<file path="config.mk">
export PLATFORM = sky130hd
export DESIGN_NAME = nov_pulse_ctrl
export DESIGN_NICKNAME = d
export VERILOG_FILES = /design/src/rtl/nov_pkg.sv /design/src/rtl/nov_regs.sv /design/src/rtl/nov_group.sv /design/src/rtl/nov_pulse_ctrl.sv
export SDC_FILE = /design/constraint.sdc
export NUM_CORES = 1
export LEC_CHECK = 0
export ABC_AREA = 1
export CORE_MARGIN = 2
export CORE_UTILIZATION = 25
export CTS_BUF_LIST = sky130_fd_sc_hd__clkbuf_4
export DETAILED_ROUTE_END_ITERATION = 12
export GPL_TIMING_DRIVEN = 0
export PLACE_DENSITY_LB_ADDON = 0.1
export SYNTH_ARGS = -nofsm -noshare
export SYNTH_HDL_FRONTEND = slang
export SYNTH_HIERARCHICAL = 1
export SYNTH_SLANG_ARGS = --single-unit
</file>
<file path="constraint.sdc">
create_clock -name clk_i -period 1.25 [get_ports clk_i]
set_input_delay 0.25 -clock clk_i [delete_from_list [all_inputs] [get_ports clk_i]]
set_output_delay 0.25 -clock clk_i [all_outputs]
set_load 0.01 [all_outputs]
</file>
<file path="src/rtl/nov_pkg.sv">
package nov_pkg;
  localparam int unsigned BUS_W = 8;
  localparam logic [BUS_W-1:0] MODE_RD_FILL = 8'hFF;

  typedef enum logic [1:0] {
    ADR_MODE  = 2'd0,
    ADR_ND_LO = 2'd1,
    ADR_ND_HI = 2'd2
  } nov_addr_e;
endpackage

</file>
<file path="src/rtl/nov_regs.sv">
module nov_regs
  import nov_pkg::*;
#(
  parameter int unsigned N_GRP  = 4,
  parameter int unsigned PIN_W  = 16,
  parameter int unsigned ADDR_W = 2
) (
  input  logic              clk_i,
  input  logic              rst_ni,
  input  logic              we_i,
  input  logic [ADDR_W-1:0] addr_i,
  input  logic [BUS_W-1:0]  wdata_i,
  output logic [BUS_W-1:0]  rdata_o,
  output logic [N_GRP-1:0]  mode_o,
  output logic [PIN_W-1:0]  nd_o
);
  localparam int unsigned N_BYTE = PIN_W / BUS_W;

  logic [N_GRP-1:0] mode_q;
  logic [PIN_W-1:0] nd_q;

  always_ff @(posedge clk_i or negedge rst_ni) begin
    if (!rst_ni)
      mode_q <= '0;
    else if (we_i && addr_i == ADDR_W'(0))
      mode_q <= wdata_i[N_GRP-1:0];
  end

  for (genvar b = 0; b < N_BYTE; b++) begin : g_nd_byte
    always_ff @(posedge clk_i or negedge rst_ni) begin
      if (!rst_ni)
        nd_q[b*BUS_W +: BUS_W] <= '0;
      else if (we_i && addr_i == ADDR_W'(b + 1))
        nd_q[b*BUS_W +: BUS_W] <= wdata_i;
    end
  end

  always_comb begin
    rdata_o = '0;
    if (addr_i == ADDR_W'(0)) begin
      rdata_o = MODE_RD_FILL;
      rdata_o[N_GRP-1:0] = mode_q;
    end
    for (int b = 0; b < N_BYTE; b++) begin
      if (addr_i == ADDR_W'(b + 1))
        rdata_o = nd_q[b*BUS_W +: BUS_W];
    end
  end

  assign mode_o = mode_q;
  assign nd_o   = nd_q;
endmodule

</file>
<file path="src/rtl/nov_group.sv">
module nov_group #(
  parameter int unsigned W = 4
) (
  input  logic         clk_i,
  input  logic         rst_ni,
  input  logic         nov_i,
  input  logic         cma_i,
  input  logic         cmb_i,
  input  logic [W-1:0] nd_i,
  output logic [W-1:0] q_o
);
  logic [W-1:0] q_q, q_d;
  logic [W-1:0] lat_q, lat_d;
  logic [W-1:0] after_b, set_src;

  always_comb begin
    q_d     = q_q;
    lat_d   = lat_q;
    after_b = cmb_i ? (q_q & nd_i) : q_q;
    // same-cycle A uses the copy sampled by this B
    set_src = cmb_i ? nd_i : lat_q;
    if (nov_i) begin
      if (cmb_i) lat_d = nd_i;
      q_d = cma_i ? (after_b | set_src) : after_b;
    end else if (cma_i) begin
      q_d = nd_i;
    end
  end

  always_ff @(posedge clk_i or negedge rst_ni) begin
    if (!rst_ni) begin
      q_q   <= '0;
      lat_q <= '0;
    end else begin
      q_q   <= q_d;
      lat_q <= lat_d;
    end
  end

  assign q_o = q_q;
endmodule

</file>
<file path="src/rtl/nov_pulse_ctrl.sv">
module nov_pulse_ctrl
  import nov_pkg::*;
#(
  parameter int unsigned N_GRP = 4,
  parameter int unsigned GRP_W = 4,
  localparam int unsigned PIN_W  = N_GRP * GRP_W,
  localparam int unsigned ADDR_W = $clog2(PIN_W / BUS_W + 1)
) (
  input  logic              clk_i,
  input  logic              rst_ni,
  input  logic              bus_we_i,
  input  logic [ADDR_W-1:0] bus_addr_i,
  input  logic [BUS_W-1:0]  bus_wdata_i,
  output logic [BUS_W-1:0]  bus_rdata_o,
  input  logic [N_GRP-1:0]  cma_i,
  input  logic [N_GRP-1:0]  cmb_i,
  output logic [PIN_W-1:0]  pulse_o
);
  logic [N_GRP-1:0] mode_w;
  logic [PIN_W-1:0] nd_w;

  nov_regs #(
    .N_GRP (N_GRP),
    .PIN_W (PIN_W),
    .ADDR_W(ADDR_W)
  ) u_regs (
    .clk_i  (clk_i),
    .rst_ni (rst_ni),
    .we_i   (bus_we_i),
    .addr_i (bus_addr_i),
    .wdata_i(bus_wdata_i),
    .rdata_o(bus_rdata_o),
    .mode_o (mode_w),
    .nd_o   (nd_w)
  );

  for (genvar g = 0; g < N_GRP; g++) begin : g_grp
    nov_group #(.W(GRP_W)) u_grp (
      .clk_i (clk_i),
      .rst_ni(rst_ni),
      .nov_i (mode_w[g]),
      .cma_i (cma_i[g]),
      .cmb_i (cmb_i[g]),
      .nd_i  (nd_w[g*GRP_W +: GRP_W]),
      .q_o   (pulse_o[g*GRP_W +: GRP_W])
    );
  end
endmodule

</file>
==> impl_metrics.tcl <==
set metrics [dict create \
    outcome "finished, violations left" \
    violations "negative setup slack" \
    synth_cell_type_count 16 \
    die_h_um 104 \
    layout_min_cycle_time_ns 1.37 \
    grt_max_degree 34 \
    cts_max_level 2 \
    cpPeakStageDelay_ns 0.41 \
    cts_buffers 5 \
    die-area_mm2 0.0109 \
    synth_compound_area_share_pct 11.5 \
    report.final.slew_viol_count 0 \
    startpoint "u_regs/nd_o[7]" \
    core_area_mm2 0.00977 \
    final_cell_mix "66 x nand2_1, 48 x dfrtp_1, 40 x inv_1" \
    ant_nets 0 \
    drive_gt1_share_pct 29.2 \
    fin_area_mm2 0.00336 \
    synthCells 302 \
    cts.sinks 52 \
    p_total_w 0.00454 \
    synth_top_area_share_pct 51.5 \
    synth_nets 323 \
    avgSynthCellArea_um2 8.36 \
    rsz0062_at_grt "true" \
    n_antenna_cell 0 \
    clk_path_buf_depth 2 \
    fin_cells 516 \
    synthSimpleGateAreaFrac_pct 26.6 \
    cp_max_fo 2 \
    setup_tns_ns -0.641 \
    dp_hpwl_mm 4.46 \
    synth_area_leaders "dfrtp_1 52%, nand2_1 10%, a21oi_1 7.9%" \
    synth-seq-cells 52 \
    clk_pin_slew_ns 0.14 \
    cts-root-buf "clkbuf_4" \
    worstMarginPinSlew_ns 0.497 \
    skew_ns 0.00222 \
    first_pass_iters 4 \
    grt_overflow 0 \
    layout_commonest_cell "nand2_1" \
    synth_xor_area_share_pct 0 \
    antenna_found_initial 0 \
    tritoncts "done" \
    r2r-end "g_grp[0].u_grp/q_o[1]" \
    synth_area_mm2 0.00252 \
    clock_latency_ns 0.34 \
    first_global_vias 2204 \
    io_buffers 42 \
    synthMuxAreaShare_pct 0 \
    yosysTopAreaCell "dfrtp_1" \
    grt_usage_pct 12.0 \
    synthAdderAreaFrac_pct 0 \
    dpl.cell_count 478 \
    worst_setup_path_end_kind "primary output" \
    drc 0 \
    via_per_inst 4.29 \
    worstPathRequired_ns 1.00 \
    yosys_warnings 6 \
    postPlaceCellArea_mm2 0.00313 \
    rows 36 \
    max_slew_margin_pct 66.8 \
    hp-class "in2reg" \
    yosysSeqAreaShare_pct 51.5 \
    synth_top_family_by_area "simple AND/OR/NAND/NOR gates" \
    drt-total-wl_mm 6.36 \
    setup_violations 8 \
    fin_ws_ns -0.115 \
    crit_chain "o21ai_1 -> nand2_1 -> buf_2" \
    drv_cap 0 \
    reg2reg_from "u_regs/mode_o[0]" \
    die_x_um 104 \
    num_vias 2214 \
    layout.nets 406 \
    fin_crit_sh_pct 109 \
    power_density_mw_per_mm2 1350 \
    num_io_pins 45 \
    ff2ff_path_depth 6 \
    cp_data_arrival_time_ns 1.12 \
    drt_iter0_drc 98 \
    finalHoldViolCount 0 \
    crit_path_top_delay_cell "dfrtp_1" \
    cp-endpoint "bus_rdata_o[7]" \
    holdPathStages 4 \
    leakage_nw 1.74 \
    dpl_worst_slack_ns -0.451 \
    max-vdd-ir-drop_mv 0.426 \
    syn2layout_area_growth_pct 33.2 \
    gp_congestion 0.733 \
    routedWlPerCell_um 12.3 \
    r2r_setup_slack_ns 0.08 \
    grt_pass1_wl_mm 10.7 \
    startpoint_type "flop" \
    max_freq_mhz 732 \
    critPathKind "reg2out" \
    start_util_pct 25.8 \
]
==> state kept, by name (all words and copies together) (netlist names) <==
register	cells
g_grp.u_grp/lat_q	16
g_grp.u_grp/q_o	16
u_regs/nd_o	16
u_regs/mode_o	4
==> cell usage after synthesis <==
| cell | number |
|---|---|
| a21oi_1 | 40 |
| a21oi_2 | 8 |
| buf_2 | 2 |
| buf_4 | 6 |
| buf_6 | 4 |
| dfrtp_1 | 52 |
| inv_1 | 40 |
| inv_4 | 2 |
| nand2_1 | 68 |
| nand2_2 | 8 |
| nand3_1 | 33 |
| nand3_2 | 2 |
| nand4_1 | 16 |
| nor2_1 | 16 |
| nor2_8 | 1 |
| o21ai_0 | 4 |
==> worst max-delay path, delay by kind of cell (launching register included) <==
family          cells  cell delay [ns]
simple gates        1             0.09
flops               1             0.41
compound gates      1             0.12
buf+inv             1             0.15
==> worst min-delay path by stage <==
stage	start	to	slack, ns
2_1_floorplan	rst_ni	g_grp[0].u_grp/lat_q[0]	-0.05
5_1_grt	bus_addr_i[0]	u_regs/mode_o[0]	0.24
6_report	bus_addr_i[0]	u_regs/mode_o[0]	0.26
3_3_place_gp	g_grp[3].u_grp/lat_q[0]	g_grp[3].u_grp/lat_q[0]	0.49
4_1_cts	bus_addr_i[0]	u_regs/mode_o[0]	0.22
3_5_place_dp	rst_ni	g_grp[2].u_grp/q_o[0]	0.25
==> through the flow <==
step | hold slack (ns) | utilization, %
2_1_floorplan | -0.0456 | -
3_3_place_gp | 0.494 | 31.8
3_5_place_dp | 0.246 | 32.0
4_1_cts | 0.224 | 33.7
5_1_grt | 0.240 | 34.4
6_report | 0.263 | 34.4
==> cells by family (layout without fill, tap and decap cells) <==
logic type,after synthesis,after routing
simple gates,144,144
buf+inv,54,135
compound gates,52,52
flops,52,52
==> power breakdown <==
group / internal, W / switching (W)
combinational: 0.000744 / 0.000852
sequential: 0.00209 / 0.000173
clock: 0.000190 / 0.000493
==> metal layers <==
| layer | share of wire (%) | vias to the layer above | global-route usage (%) |
|---|---|---|---|
| li1 | - | 1147 | - |
| met1 | 49 | 1016 | 16.3 |
| met2 | 46 | 43 | 19.3 |
| met3 | 3.6 | 8 | 2.32 |
| met4 | 1.5 | 0 | 3.76 |
| met5 | 0 | - | 0 |
==> final cells by class <==
cell class / count / area [um2]
Fill cell: 1076 / 6410
Sequential cell: 52 / 1310
Multi-Input combinational cell: 196 / 1010
Timing Repair Buffer: 76 / 578
Tap cell: 133 / 166
Inverter: 42 / 163
Buffer: 12 / 100
Clock buffer: 5 / 37.5
==> what timing repair did <==
item | in CTS | in global routing
hold buffers | 1 | 0
buffers inserted | 24 | 8
resized for setup | 90 | 23
setup endpoints to repair | 24 | 17
endpoints found under the hold margin | 19 | 0
pin swaps | 11 | 5
Power figures use the tool's default switching activity.
